`config.mk`:
```
export PLATFORM = sky130hd
export DESIGN_NAME = step_dbg_ctrl
export DESIGN_NICKNAME = d
export VERILOG_FILES = /design/src/rtl/step_dbg_pkg.sv /design/src/rtl/step_ctrl_regs.sv /design/src/rtl/step_snapshot.sv /design/src/rtl/step_read_mux.sv /design/src/rtl/step_dbg_ctrl.sv
export SDC_FILE = /design/constraint.sdc
export NUM_CORES = 1
export LEC_CHECK = 0
export CAP_MARGIN = 25
export CORE_UTILIZATION = 52
export CTS_CLUSTER_DIAMETER = 60
export DETAILED_ROUTE_END_ITERATION = 8
export MAX_ROUTING_LAYER = met4
export PLACE_DENSITY = 0.8
export SYNTH_ARGS = -nofsm -noshare
export SYNTH_HDL_FRONTEND = slang
export SYNTH_SLANG_ARGS = --single-unit
export TNS_END_PERCENT = 100
```
`constraint.sdc`:
```
create_clock -name clk -period 2.3 [get_ports clk]
set_clock_uncertainty 0.05 [all_clocks]
set_input_delay 0.46 -clock clk [delete_from_list [all_inputs] [get_ports clk]]
set_output_delay 0.46 -clock clk [all_outputs]
set_load 0.02 [all_outputs]
```
`src/rtl/step_dbg_pkg.sv`:
```
`timescale 1ns/1ps
package step_dbg_pkg;
  // control word bits (write)
  localparam int BIT_STEP  = 0;
  localparam int BIT_TRIG  = 1;
  localparam int BIT_MASK  = 2;
  localparam int CTL_WBITS = 3;
  // control word bits (read)
  localparam int BIT_BUSY  = 1;
  localparam int BIT_STOP  = 3;
  // address map
  localparam int ADDR_CTL   = 0;
  localparam int SNAP_BASE  = 4;
  localparam int SNAP_WORDS = 4;
endpackage

```
`src/rtl/step_ctrl_regs.sv`:
```
`timescale 1ns/1ps
module step_ctrl_regs
  import step_dbg_pkg::*;
(
  input  logic                 clk,
  input  logic                 rst_n,
  input  logic                 ctl_wr,
  input  logic [CTL_WBITS-1:0] ctl_wdata,
  input  logic                 hold_ack,
  input  logic                 cpu_fetch,
  output logic                 step_en,
  output logic                 irq_mask,
  output logic                 busy,
  output logic                 rel_pulse,
  output logic                 enable_set,
  output logic                 trig_req
);
  logic trig_ok;

  assign enable_set = ctl_wr & ctl_wdata[BIT_STEP] & ~step_en;
  assign trig_req   = ctl_wr & ctl_wdata[BIT_TRIG];
  assign trig_ok    = trig_req & ctl_wdata[BIT_STEP] & step_en & hold_ack
                      & ~busy & ~rel_pulse;

  always_ff @(posedge clk or negedge rst_n) begin
    if (!rst_n) begin
      step_en   <= 1'b0;
      irq_mask  <= 1'b0;
      busy      <= 1'b0;
      rel_pulse <= 1'b0;
    end else begin
      if (ctl_wr) begin
        step_en  <= ctl_wdata[BIT_STEP];
        irq_mask <= ctl_wdata[BIT_MASK];
      end
      rel_pulse <= trig_ok;
      if (trig_ok)
        busy <= 1'b1;
      else if (cpu_fetch || (ctl_wr && !ctl_wdata[BIT_STEP]))
        busy <= 1'b0;
    end
  end
endmodule

```
`src/rtl/step_snapshot.sv`:
```
`timescale 1ns/1ps
module step_snapshot #(
  parameter int DW = 16
) (
  input  logic            clk,
  input  logic            rst_n,
  input  logic            cpu_fetch,
  input  logic [DW-1:0]   cpu_opcode,
  input  logic [DW-1:0]   cpu_pc,
  input  logic [DW-1:0]   cpu_st,
  input  logic            step_en,
  input  logic            enable_set,
  output logic [DW-1:0]   count,
  output logic [4*DW-1:0] snap
);
  logic [DW-1:0] cnt_nx;

  function automatic logic [DW-1:0] next_count(
    input logic [DW-1:0] c, input logic fetch, input logic en, input logic clr);
    if (clr)             return '0;
    else if (fetch & en) return c + 1'b1;
    else                 return c;
  endfunction

  function automatic logic [4*DW-1:0] pack_snap(
    input logic [DW-1:0] op, input logic [DW-1:0] pc,
    input logic [DW-1:0] st, input logic [DW-1:0] c);
    return {op, pc, st, c};
  endfunction

  assign cnt_nx = next_count(count, cpu_fetch, step_en, enable_set);

  always_ff @(posedge clk or negedge rst_n) begin
    if (!rst_n) begin
      count <= '0;
      snap  <= '0;
    end else begin
      count <= cnt_nx;
      if (cpu_fetch)
        snap <= pack_snap(cpu_opcode, cpu_pc, cpu_st, cnt_nx);
    end
  end
endmodule

```
`src/rtl/step_read_mux.sv`:
```
`timescale 1ns/1ps
module step_read_mux
  import step_dbg_pkg::*;
#(
  parameter int DW = 16,
  parameter int AW = 3
) (
  input  logic [AW-1:0]   addr,
  input  logic            step_en,
  input  logic            busy,
  input  logic            irq_mask,
  input  logic            stopped,
  input  logic [4*DW-1:0] snap,
  output logic [DW-1:0]   rdata
);
  localparam int IDXW = $clog2(SNAP_WORDS);

  logic [DW-1:0]   word [SNAP_WORDS];
  logic [IDXW-1:0] idx;

  for (genvar w = 0; w < SNAP_WORDS; w++) begin : g_word
    assign word[w] = snap[w*DW +: DW];
  end

  assign idx = IDXW'(addr - AW'(SNAP_BASE));

  always_comb begin
    rdata = '0;
    if (addr == AW'(ADDR_CTL)) begin
      rdata[BIT_STEP] = step_en;
      rdata[BIT_BUSY] = busy;
      rdata[BIT_MASK] = irq_mask;
      rdata[BIT_STOP] = stopped;
    end else if (addr >= AW'(SNAP_BASE)) begin
      rdata = word[idx];
    end
  end
endmodule

```
`src/rtl/step_dbg_ctrl.sv`:
```
`timescale 1ns/1ps
module step_dbg_ctrl
  import step_dbg_pkg::*;
#(
  parameter int DW = 16,
  parameter int AW = 3
) (
  input  logic                 clk,
  input  logic                 rst_n,
  input  logic [AW-1:0]        reg_addr,
  input  logic                 reg_wr,
  input  logic [CTL_WBITS-1:0] reg_wdata,
  output logic [DW-1:0]        reg_rdata,
  input  logic                 ext_dma_req,
  output logic                 cpu_hold_req,
  input  logic                 cpu_hold_ack,
  input  logic                 cpu_fetch,
  input  logic [DW-1:0]        cpu_opcode,
  input  logic [DW-1:0]        cpu_pc,
  input  logic [DW-1:0]        cpu_st,
  input  logic                 vid_irq_in,
  output logic                 cpu_irq_out
);
  logic            ctl_wr;
  logic            step_en;
  logic            irq_mask;
  logic            busy;
  logic            rel_pulse;
  logic            enable_set;
  logic            trig_req;
  logic            stopped;
  logic [DW-1:0]   count;
  logic [4*DW-1:0] snap;

  assign ctl_wr = reg_wr && (reg_addr == AW'(ADDR_CTL));

  step_ctrl_regs u_ctrl (
    .clk        (clk),
    .rst_n      (rst_n),
    .ctl_wr     (ctl_wr),
    .ctl_wdata  (reg_wdata),
    .hold_ack   (cpu_hold_ack),
    .cpu_fetch  (cpu_fetch),
    .step_en    (step_en),
    .irq_mask   (irq_mask),
    .busy       (busy),
    .rel_pulse  (rel_pulse),
    .enable_set (enable_set),
    .trig_req   (trig_req)
  );

  step_snapshot #(.DW(DW)) u_snap (
    .clk        (clk),
    .rst_n      (rst_n),
    .cpu_fetch  (cpu_fetch),
    .cpu_opcode (cpu_opcode),
    .cpu_pc     (cpu_pc),
    .cpu_st     (cpu_st),
    .step_en    (step_en),
    .enable_set (enable_set),
    .count      (count),
    .snap       (snap)
  );

  assign stopped      = step_en & cpu_hold_ack;
  assign cpu_hold_req = step_en ? ~rel_pulse : ext_dma_req;
  assign cpu_irq_out  = vid_irq_in & ~(step_en & irq_mask);

  step_read_mux #(.DW(DW), .AW(AW)) u_rd (
    .addr     (reg_addr),
    .step_en  (step_en),
    .busy     (busy),
    .irq_mask (irq_mask),
    .stopped  (stopped),
    .snap     (snap),
    .rdata    (reg_rdata)
  );
endmodule

```
# After elaboration in Yosys (flattened, before gate mapping)
# Cells that the tools add are included.
[totals] regBits=84 in_bits=61 output_inout_bits=18 wordCells=44
[op_classes] addsub=2 order_cmp=2 muxes=11 bitwise_logic=17 reduce_logical=6
[op_table] cell="two-way mux 16 bit" count=5
[op_table] cell="binary-select mux 16 bit (select 2 bit)" count=1
[op_table] cell="adder 16 x 1 -> 16 bit, second input constant" count=1
[op_table] cell="bitwise AND 1 bit" count=12
[op_table] cell="two-way mux 12 bit" count=1
[op_table] cell="greater-or-equal comparator 3 bit, second input constant" count=2
[op_table] cell="two-way mux 4 bit" count=1
[op_table] cell="inverter 1 bit" count=4
[op_table] cell="logical NOT 3 bit" count=1
[op_table] cell="two-way mux 1 bit" count=3
[op_table] cell="inverter 2 -> 3 bit" count=1
[op_table] cell="logical AND 1 bit" count=2
[op_table] cell="nonzero test 2 bit" count=1
[op_table] cell="subtractor 2 x 1 -> 2 bit, second input constant" count=1
[op_table] cell="logical NOT 1 bit" count=1
[op_table] cell="logical OR 1 bit" count=1

# Logic depth before layout (Yosys ltp)
# Gate-level depths: netlist (run 1).
[logic_depth] depth_word=9 mapped_depth=6 ltp_nobuf=5

# Cells and area by module
# From an unflattened synthesis (run 1), not the netlist that was laid out.
[hier_totals] cells_unflattened=307 hier_area_um2=4041.4
[modules_own_cells] module="step_snapshot" instances=1 cells_each=233 area_per_inst_um2=3219.3 seq_area_each_um2=2001.9
[modules_own_cells] module="step_read_mux" instances=1 cells_each=55 area_per_inst_um2=595.6 seq_area_each_um2=0.0
[modules_own_cells] module="step_ctrl_regs" instances=1 cells_each=14 area_per_inst_um2=183.9 seq_area_each_um2=100.1
[modules_own_cells] module="step_dbg_ctrl" instances=1 cells_each=5 area_per_inst_um2=42.5 seq_area_each_um2=0.0

# Worst setup path after synthesis (run 1)
# No wires, ideal clock.
[synth_timing] path_type="input port to output port" start="in reg_addr[0]" end="out reg_rdata[0]" arrival_ns=1.832 required_time_ns=1.790 slack_ns=-0.042 path_stages=5 n_path_buf=2 path_cell_list="buf_2 buf_2 mux4_2 nand2_1 o21ai_0"
[synth_between] elab_chain_len=7 word_cells_on_any_way=9 cone_classes="add/sub: 1; order compare: 1; mux: 5; bitwise: 1; reduce/logical: 1"
[synth_rtl] element="start, declared" line_no="step_dbg_ctrl.sv:10" text="input logic [AW-1:0] reg_addr,"
[synth_rtl] element="subtractor 2 x 1 -> 2 bit" line_no="step_read_mux.sv:25" text="assign idx = IDXW'(addr - AW'(SNAP_BASE));"
[synth_rtl] element="inverter 2 -> 3 bit (not written as such)" line_no="step_read_mux.sv:35" text="rdata = word[idx];"
[synth_rtl] element="binary-select mux 16 bit (select 2 bit)" line_no="step_read_mux.sv:35"
[synth_rtl] element="two-way mux 16 bit (not written as such) (2 in series)" line_no="step_read_mux.sv:35"
[synth_rtl] element="two-way mux 16 bit" line_no="step_read_mux.sv:34" text="end else if (addr >= AW'(SNAP_BASE)) begin"
[synth_rtl] element="two-way mux 4 bit (*)" line_no="step_read_mux.sv:29" text="if (addr == AW'(ADDR_CTL)) begin"
[synth_rtl] element="end, declared" line_no="step_dbg_ctrl.sv:13" text="output logic [DW-1:0] reg_rdata,"
# Mark *: on every way between the ends. The rest lies on a longest branch, timed or not. The select of a mux whose other input is x is not followed.

# Worst setup path in the final report (run 1)
[layout_timing] start="in reg_addr[1]" end="out reg_rdata[6]"
[layout_between] elab_chain_len=7 word_cells_on_any_way=9 cone_classes="add/sub: 1; order compare: 1; mux: 5; bitwise: 1; reduce/logical: 1"
[layout_rtl] element="subtractor 2 x 1 -> 2 bit" line_no="step_read_mux.sv:25"
[layout_rtl] element="inverter 2 -> 3 bit (not written as such)" line_no="step_read_mux.sv:35"
[layout_rtl] element="binary-select mux 16 bit (select 2 bit)" line_no="step_read_mux.sv:35"
[layout_rtl] element="two-way mux 16 bit (not written as such) (2 in series)" line_no="step_read_mux.sv:35"
[layout_rtl] element="two-way mux 16 bit" line_no="step_read_mux.sv:34"
[layout_rtl] element="two-way mux 12 bit (*)" line_no="step_read_mux.sv:29"
# Marks and branches as above.

==> impl_metrics.py, run 1 <==
metrics = {
    "worst_setup_path": {
        "ff2ff_path_depth": 4,
        "crit_type": "in2out",
        "worstPathArrival_ns": 1.73,
        "cp-end-kind": "output port",
        "timing.rr.start": "u_snap.count[4]",
        "critical-path-top-delay-family": "buffers and inverters",
        "cp_data_required_time_ns": 1.79,
        "rrSetupSlack_ns": 0.23,
        "cp_slowest_cell": "bufbuf_16",
        "cp-start-kind": "primary input",
        "cpPeakStageDelay_ns": 0.31,
        "worstReg2RegEnd": "u_snap.count[15]",
        "crit_chain": "dlygate4sd2_1, bufbuf_16, mux4_2, and2_1, clkdlybuf4s15_2",
        "path_buf_inv": 3,
        "path_depth": 5,
        "worstPathMaxFanout": 9,
    },
    "yosys": {
        "synth_top_area_frac": 0.521,
        "synth-edff-count": 0,
        "synth-warning-count": 0,
        "syn_inst": 322,
        "ys_top_cells_by_area": "dfrtp_1, mux2_2, mux4_2, and2_1, nand2_1",
        "synth_area_sq_um": 4030,
        "yosysTopAreaCell": "dfrtp_1",
        "async_flop_share": 1.00,
        "synth.distinct_cells": 43,
        "ys_seq_elements": 84,
        "synth-seq-area-share": 0.521,
        "syn_nets": 384,
        "avgSynthCellArea_sq_um": 12.5,
        "synth_top_flop_cell": "dfrtp_1",
    },
    "grt": {
        "antenna_found_initial": 0,
        "grtUsageTotal": 0.253,
        "grt_pass1_wl_um": 15400,
        "overflow": 0,
        "grt_pass1_vias": 3027,
        "grt_max_degree": 62,
    },
    "timing": {
        "max-slew-margin-rel": 0.744,
        "setup_viol": 0,
        "worstMarginPinSlew_ns": 0.380,
        "max_freq_mhz": 446,
        "min_period_ns": 2.24,
        "drv_slew": 0,
        "finalHoldViolCount": 0,
        "fin_crit_sh": 0.975,
        "rsz0062_at_grt": "false",
    },
    "clocking": {
        "cts_setup_buffers": 0,
        "cts_made_buffers": 9,
        "cts_max_path_buffers": 2,
        "root_buffer": "clkbuf_8",
        "cts_tree": "done",
        "cts.clk_slew.worst_paths_ns": 0.08,
        "htree_levels": 3,
        "cts_num_sinks": 84,
        "worstSkewPairLatency_ns": 0.35,
    },
    "route": {
        "wl_per_cell_um": 18.0,
        "drt_iter0_drc": 192,
        "final_antenna_net_count": 0,
        "drc": 0,
        "drtPass1Iterations": 4,
        "wl_um": 9200,
        "vias": 2932,
        "vias_per_cell": 5.73,
    },
    "cells_and_area": {
        "area_delta_synth_final_pct": 30.8,
        "fillCellCount": 496,
        "layout_commonest_cell": "dfrtp_1",
        "nets": 470,
        "fin_util": 0.716,
        "drive_gt1_frac": 0.281,
        "final_cell_mix": "dfrtp_1, clkdlybuf4s50_1, mux2_2",
        "fin_cells": 512,
        "antenna_cells": 0,
    },
    "place": {
        "placed_cells": 492,
        "dp_hpwl_um": 6210,
        "place.gp.congestion": 0.964,
        "numPortBuffers": 78,
    },
    "floorplan": {
        "die_x_um": 90.1,
        "num_rows": 31,
        "start_util": 0.547,
        "fp.dieH_um": 90.1,
        "pin_count": 79,
        "dieArea_sq_um": 8110,
        "core_sq_um": 7370,
    },
    "worst_hold_path": {
        "min_to": "u_snap.snap[40]",
        "min_path_cells": 1,
        "min-delay-start": "u_snap.snap[40]",
        "hp-class": "reg2reg",
    },
    "power_and_ir_drop": {
        "internal-power_w": 0.00257,
        "clkPwrFrac": 0.288,
        "p_per_area_nw_per_um2": 678,
        "p_sw_w": 0.00100,
        "p_seq_frac": 0.502,
        "peakVddDrop_v": 0.000399,
        "p_comb_frac": 0.211,
        "sw_frac_of_total": 0.280,
        "p_leak_nw": 2.20,
    },
    "job": {
        "cap_violations": 0,
    },
    "outcome": {
        "status": "finished clean",
    },
}
[final cells by class]
class | count | area [sq um] | share of cell area
Tap cell | 99 | 124 | 0.0235
Timing Repair Buffer | 95 | 1020 | 0.194
Inverter | 7 | 26.3 | 0.00498
Clock buffer | 10 | 128 | 0.0242
Sequential cell | 84 | 2100 | 0.398
Clock inverter | 6 | 65.1 | 0.0123
Multi-Input combinational cell | 211 | 1810 | 0.343
[timing repair]
| action | CTS | global route |
|---|---|---|
| pin swaps | 0 | 0 |
| endpoints found under the hold margin | 24 | 0 |
| setup endpoints to repair | 16 | 4 |
| hold buffers | 1 | 0 |
| cloned | 3 | 0 |
| gates resized for setup | 52 | 4 |
[worst max path at each step]
| stage | startpoint | end |
|---|---|---|
| 2_1_floorplan | reg_addr[1] | reg_rdata[0] |
| 3_3_place_gp | reg_addr[0] | reg_rdata[2] |
| 3_5_place_dp | reg_addr[0] | reg_rdata[11] |
| 4_1_cts | reg_addr[0] | reg_rdata[2] |
| 5_1_grt | reg_addr[1] | reg_rdata[6] |
| 6_report | reg_addr[1] | reg_rdata[6] |
[worst register-to-register path: stages (launching register included)]
cell and delay (ns):
dfrtp_1 0.51, nand3_2 0.17, or3_1 0.53, or4_4 0.57, a21oi_1 0.17
[Yosys cell counts (2+ instances only)]
cell type and count:
a22o_1 2, o221ai_1 2, o2bb2ai_1 7, o21ai_0 9, nor3_1 6, nand2_1 22, mux4_2 16, dfrtp_1 84
xnor2_1 8, buf_2 5, mux2_2 50, and4_1 2, o31ai_1 4, clkbuf_1 7, nor4_1 2, and2_1 14
buf_1 5, inv_1 6, nand4_1 7, buf_6 2, nor2_1 16, a21oi_1 7, nand3_1 12, or3_1 3
xor2_1 6
[power groups by stage]
stage | registers (W) | logic, W | clock network [W]
6_report | 0.00179 | 0.000753 | 0.00103
5_1_grt | 0.00182 | 0.000815 | 0.00111
4_1_cts | 0.00179 | 0.000762 | 0.00105
3_5_place_dp | 0.00181 | 0.000748 | 0
3_3_place_gp | 0.00181 | 0.000733 | 0
2_1_floorplan | 0.00176 | 0.000463 | 0
[through the flow]
| step | setup TNS (ns) | instance area, sq um | total power (W) | hold slack (ns) | setup slack (ns) |
|---|---|---|---|---|---|
| final | 0 | 5280 | 0.00358 | 0.458 | 0.0574 |
| after detailed placement | -9.53 | 5000 | 0.00256 | 0.332 | -0.618 |
| after global placement | -9.38 | 5000 | 0.00254 | 0.333 | -0.601 |
| after global routing | 0 | 5280 | 0.00374 | 0.478 | 0.00200 |
| after CTS | 0 | 5290 | 0.00360 | 0.461 | 0.00193 |
| after floorplan | 0 | 4040 | 0.00222 | 0.114 | 0.0401 |
[logic make-up (layout without fill, tap and decap cells)]
family / count (synthesis) / after routing / synth area share
mux: 67 / 67 / 0.231
fa+ha+maj: 1 / 1 / 0.00310
buf+inv: 27 / 118 / 0.0307
flops: 84 / 84 / 0.521
compound gates: 36 / 36 / 0.0614
simple gates: 93 / 93 / 0.122
xor+xnor: 14 / 14 / 0.0304
[registers in the layout (all words and copies together) (netlist names)]
register	count
u_snap.count	16
u_ctrl.step_en	1
u_ctrl.irq_mask	1
u_ctrl.busy	1
u_snap.snap	64
u_ctrl.rel_pulse	1
[routing by layer]
metal | up-vias | routed length [um] | track usage | share of wire
met5 | - | 0 | - | 0
met4 | 0 | 213 | 0.105 | 0.023
met3 | 24 | 353 | 0.0406 | 0.038
met2 | 91 | 4370 | 0.381 | 0.47
met1 | 1476 | 4270 | 0.347 | 0.46
li1 | 1341 | - | - | -
(Power assumes the default switching activity.)
==> inputs of run 2 (changes only) <==
--- a/config.mk
+++ b/config.mk
@@ -11,6 +11,7 @@
 export DETAILED_ROUTE_END_ITERATION = 8
 export MAX_ROUTING_LAYER = met4
 export PLACE_DENSITY = 0.8
+export REMOVE_ABC_BUFFERS = 1
 export SYNTH_ARGS = -nofsm -noshare
 export SYNTH_HDL_FRONTEND = slang
 export SYNTH_SLANG_ARGS = --single-unit
==> impl_metrics.py, run 2 (same netlist as run 1, synthesis figures left out) <==
metrics = {
    "outcome": {
        "status": "finished clean",
    },
    "route": {
        "vias": 2914,
        "final_antenna_net_count": 0,
        "drc": 0,
        "wl_um": 9020,
        "drtPass1Iterations": 4,
        "vias_per_cell": 5.68,
        "drt_iter0_drc": 94,
        "wl_per_cell_um": 17.6,
    },
    "power_and_ir_drop": {
        "peakVddDrop_v": 0.000403,
        "clkPwrFrac": 0.319,
        "p_seq_frac": 0.481,
        "internal-power_w": 0.00273,
        "p_per_area_nw_per_um2": 698,
        "fin_total_pwr_w": 0.00370,
        "p_sw_w": 0.000969,
        "p_leak_nw": 2.24,
        "p_comb_frac": 0.201,
        "sw_frac_of_total": 0.262,
    },
    "worst_setup_path": {
        "crit_type": "in2out",
        "cp_data_required_time_ns": 1.79,
        "ff2ff_path_depth": 4,
        "cp-end-kind": "output port",
        "worstPathArrival_ns": 1.75,
        "worstPathMaxFanout": 9,
        "cp-start-kind": "primary input",
    },
    "floorplan": {
        "fp.dieH_um": 90.1,
        "start_util": 0.547,
        "core_sq_um": 7370,
        "pin_count": 79,
        "dieArea_sq_um": 8110,
        "die_x_um": 90.1,
        "num_rows": 31,
    },
    "grt": {
        "grt_pass1_vias": 3043,
        "grt_pass1_wl_um": 15000,
        "overflow": 0,
        "grtUsageTotal": 0.247,
        "antenna_found_initial": 0,
        "grt_max_degree": 61,
    },
    "cells_and_area": {
        "reg.largest.list": "u_snap.snap x64, u_snap.count x16",
        "largest_reg_flops": 64,
        "fillCellCount": 547,
        "nets": 472,
        "drive_gt1_frac": 0.273,
        "fin_cells": 513,
        "antenna_cells": 0,
        "multi_input_area_sq_um": 1810,
        "final_cell_mix": "dfrtp_1, clkdlybuf4s50_1, mux2_2",
        "layout_commonest_cell": "dfrtp_1",
        "fin_util": 0.718,
        "top_register": "u_snap.snap",
        "seq_area_sq_um": 2100,
        "area_delta_synth_final_pct": 31.3,
    },
    "place": {
        "dp_hpwl_um": 5780,
        "preCtsSetupSlack_ns": -0.637,
        "place.gp.congestion": 0.875,
        "placed_cells": 494,
        "numPortBuffers": 78,
    },
    "timing": {
        "max_freq_mhz": 442,
        "fin_crit_sh": 0.984,
        "drv_slew": 0,
        "finalHoldViolCount": 0,
        "min_period_ns": 2.26,
        "worstMarginPinSlew_ns": 0.415,
        "max-slew-margin-rel": 0.721,
        "timing.final.ws_setup_ns": 0.0368,
        "rsz0062_at_grt": "false",
        "setup_viol": 0,
        "finalSetupTns_ns": 0,
    },
    "clocking": {
        "worstSkewPairLatency_ns": 0.35,
        "htree_levels": 3,
        "root_buffer": "clkbuf_8",
        "cts.clk_slew.worst_paths_ns": 0.08,
        "cts_num_sinks": 84,
        "cts_max_path_buffers": 2,
        "cts_tree": "done",
        "cts_made_buffers": 9,
    },
    "job": {
        "cap_violations": 0,
    },
    "worst_hold_path": {
        "hp-class": "in2async",
    },
}
[run 2: cell types whose count changed in the layout (fill, tap and decap cells not counted), moves of 2 or more]
cell             change
clkdlybuf4s15_2      -5
buf_4                +3
dlygate4sd2_1        +3
clkbuf_8             +2
clkdlybuf4s15_1      +2
clkdlybuf4s50_1      -2
clkinv_4             -2
[run 2: metal layers]
layer  global-route usage  vias up  part of all wire
met1                0.316     1467              0.46
met3               0.0558       20             0.041
met4               0.0847        0             0.022
met2                0.390       77              0.47
met5                    -        -                 0
li1                     -     1350                 -
[run 2: area by class of cell]
cell class	instances	share of cell area
clock buffers	11	0.0286
clock inverters	4	0.0137
inverters	7	0.00496
multi-input cells	211	0.341
flip-flops and latches	84	0.397
well taps	99	0.0234
repair buffers	97	0.191
[run 2: final timing paths]
check	slack, ns	start	end
worst max-delay path	0.04	reg_addr[1]	reg_rdata[9]
worst min register to register	0.45	u_snap.snap[5]	u_snap.snap[5]
worst min-delay path	0.43	rst_n	u_snap.count[11]
worst max register to register	0.23	u_snap.count[4]	u_snap.count[15]
max in group asynchronous	1.15	rst_n	u_snap.snap[58]
min in group clk	0.45	u_snap.snap[5]	u_snap.snap[5]
[run 2: critical path: stages]
cell and delay (ns):
clkdlybuf4s15_2 0.23, bufbuf_16 0.30, mux4_2 0.28, and2_1 0.17, dlygate4sd2_1 0.31
[run 2: what timing repair did]
item                                    CTS  global route
endpoints found under the setup margin   17             5
hold buffers                              1             0
cloned                                    3             0
buffers inserted                          0             0
hold endpoints to repair                  9             0
pin swaps                                 0             0
resized for setup                        45             6
[run 2: power by group through the flow]
| stage | clock network (W) | registers, W | logic, W |
|---|---|---|---|
| finish | 0.00118 | 0.00178 | 0.000742 |
| global route | 0.00124 | 0.00180 | 0.000812 |
| CTS | 0.00119 | 0.00178 | 0.000752 |
| detailed placement | 0 | 0.00181 | 0.000747 |
| global placement | 0 | 0.00179 | 0.000733 |
| floorplan | 0 | 0.00177 | 0.000411 |
[run 2: per-stage QoR]
step	area, sq um	hold WS (ns)
finish	5290	0.432
global route	5290	0.424
CTS	5300	0.418
detailed placement	5010	0.257
global placement	5010	0.253
floorplan	3940	0.114
==> inputs of run 3 (changes only) <==
--- a/config.mk
+++ b/config.mk
@@ -6,11 +6,10 @@
 export NUM_CORES = 1
 export LEC_CHECK = 0
 export CAP_MARGIN = 25
-export CORE_UTILIZATION = 52
+export CORE_UTILIZATION = 35
 export CTS_CLUSTER_DIAMETER = 60
 export DETAILED_ROUTE_END_ITERATION = 8
 export MAX_ROUTING_LAYER = met4
-export PLACE_DENSITY = 0.8
 export REMOVE_ABC_BUFFERS = 1
 export SYNTH_ARGS = -nofsm -noshare
 export SYNTH_HDL_FRONTEND = slang
==> impl_metrics.py, run 3 (same netlist as run 1, synthesis figures left out) <==
metrics = {
    "timing": {
        "rsz0062_at_grt": "false",
        "finalHoldViolCount": 0,
        "setup_viol": 0,
        "whs_ns": 0.126,
        "drv_slew": 0,
        "finalSetupTns_ns": 0,
        "max_freq_mhz": 450,
        "timing.final.ws_setup_ns": 0.0797,
        "worstMarginPinSlew_ns": 0.687,
        "fin_crit_sh": 0.965,
        "min_period_ns": 2.22,
        "max-slew-margin-rel": 0.542,
    },
    "cells_and_area": {
        "layout_commonest_cell": "dfrtp_1",
        "antenna_cells": 0,
        "drive_gt1_frac": 0.314,
        "final_cell_mix": "dfrtp_1, clkdlybuf4s50_1, mux2_2",
        "final_cell_area_sq_um": 5450,
        "nets": 480,
        "reg.largest.list": "u_snap.snap x64, u_snap.count x16",
        "fillCellCount": 1021,
        "area_delta_synth_final_pct": 35.2,
        "largest_reg_flops": 64,
        "top_register": "u_snap.snap",
    },
    "clocking": {
        "htree_levels": 3,
        "cts.clk_slew.worst_paths_ns": 0.06,
        "cts_hold_buf": 0,
        "cts_tree": "done",
        "cts_made_buffers": 9,
        "root_buffer": "clkbuf_16",
        "cts_num_sinks": 84,
        "cts_max_path_buffers": 2,
        "worstSkewPairLatency_ns": 0.33,
    },
    "power_and_ir_drop": {
        "p_leak_nw": 2.28,
        "fin_total_pwr_w": 0.00397,
        "p_per_area_nw_per_um2": 729,
        "peakVddDrop_v": 0.000383,
    },
    "route": {
        "vias": 2873,
        "wl_per_cell_um": 15.9,
        "drc": 0,
        "drt_iter0_drc": 89,
        "wl_um": 8970,
        "vias_per_cell": 5.10,
        "drtPass1Iterations": 4,
        "final_antenna_net_count": 0,
    },
    "floorplan": {
        "pin_count": 79,
        "core_sq_um": 11000,
        "start_util": 0.366,
        "dieArea_sq_um": 12000,
        "num_rows": 38,
        "die_x_um": 109,
        "fp.dieH_um": 109,
    },
    "worst_setup_path": {
        "worstPathArrival_ns": 1.71,
        "cp_data_required_time_ns": 1.79,
        "cp_slowest_cell": "mux4_2",
        "crit_type": "in2out",
        "cpPeakStageDelay_ns": 0.47,
        "crit_chain": "buf_4, bufbuf_16, buf_4, mux4_2, and2_1, buf_4",
        "worstPathMaxFanout": 4,
        "cp-start-kind": "primary input",
        "cpMostUsedCell": "buf_4",
        "cp-end-kind": "output port",
    },
    "place": {
        "dp_hpwl_um": 5980,
        "place.gp.congestion": 0.841,
        "numPortBuffers": 78,
        "placed_cell_area_sq_um": 5060,
        "preCtsSetupSlack_ns": -0.630,
    },
    "grt": {
        "antenna_found_initial": 0,
        "overflow": 0,
        "grtUsageTotal": 0.173,
        "grt_pass1_wl_um": 15100,
        "grt_pass1_vias": 2869,
        "grt_max_degree": 55,
    },
    "job": {
        "cap_violations": 0,
    },
    "outcome": {
        "status": "finished clean",
    },
    "worst_hold_path": {
        "hp-class": "in2async",
    },
}
run 3: cell count changes in the layout (fill, tap and decap cells not counted), sizes merged:
cell           previous run  this run
buf                      24        41
bufinv                    2         1
clkbuf                   12        11
clkdlybuf4s50            56        58
clkinv                    2         4
clkinvlp                  1         2
dlygate4sd2               9         0
dlygate4sd3               1         0
dlymetal6s2s              1         0
run 3: repair_timing:
| action | 4_1_cts | 5_1_grt |
|---|---|---|
| setup endpoints to repair | 16 | 3 |
| buffers inserted | 8 | 0 |
| gates resized for setup | 72 | 3 |
| gates cloned | 2 | 0 |
run 3: layer usage:
metal  GRT usage  up-vias  routed length, um  part of all wire
met2       0.265       76               4180              0.47
met1       0.237     1424               4320              0.48
met4      0.0324        0                 43            0.0048
li1            -     1367                  -                 -
met3      0.0403        6                423             0.047
met5           -        -                  0                 0
run 3: stage by stage:
stage,instances,utilization
after floorplan,302,-
after global placement,537,0.459
after detailed placement,537,0.459
after CTS,563,0.494
after global routing,563,0.494
final,563,0.494
run 3: layout make-up:
cell class / count / area [sq um] / share of cell area
Tap cell: 140 / 175 / 0.0321
Timing Repair Buffer: 105 / 1040 / 0.190
Multi-Input combinational cell: 211 / 1810 / 0.331
Clock inverter: 6 / 63.8 / 0.0117
Clock buffer: 10 / 239 / 0.0438
Sequential cell: 84 / 2100 / 0.386
Inverter: 7 / 26.3 / 0.00482
run 3: path summary, 6_finish.rpt:
| path | startpoint | end | slack [ns] | cells past startpoint |
|---|---|---|---|---|
| setup / recovery | reg_addr[0] | reg_rdata[15] | 0.08 | 6 |
| hold / removal | rst_n | u_snap.snap[53] | 0.13 | 1 |
| setup reg to reg | u_snap.count[0] | u_snap.count[14] | 0.39 | 5 |
| hold reg to reg | u_snap.snap[6] | u_snap.snap[6] | 0.44 | 1 |
| max in group asynchronous | rst_n | u_snap.snap[49] | 1.47 | 2 |
| min in group clk | u_snap.snap[6] | u_snap.snap[6] | 0.44 | 1 |
run 3: power by group:
part	switching, W	internal [W]
registers	0.000128	0.00164
logic	0.000323	0.000437
clock network	0.000575	0.000868
run 3: critical path, delay by kind of cell:
| kind | cells | cell delay, ns |
|---|---|---|
| multiplexers | 1 | 0.47 |
| buffers and inverters | 4 | 0.62 |
| AND/OR/NAND/NOR | 1 | 0.17 |
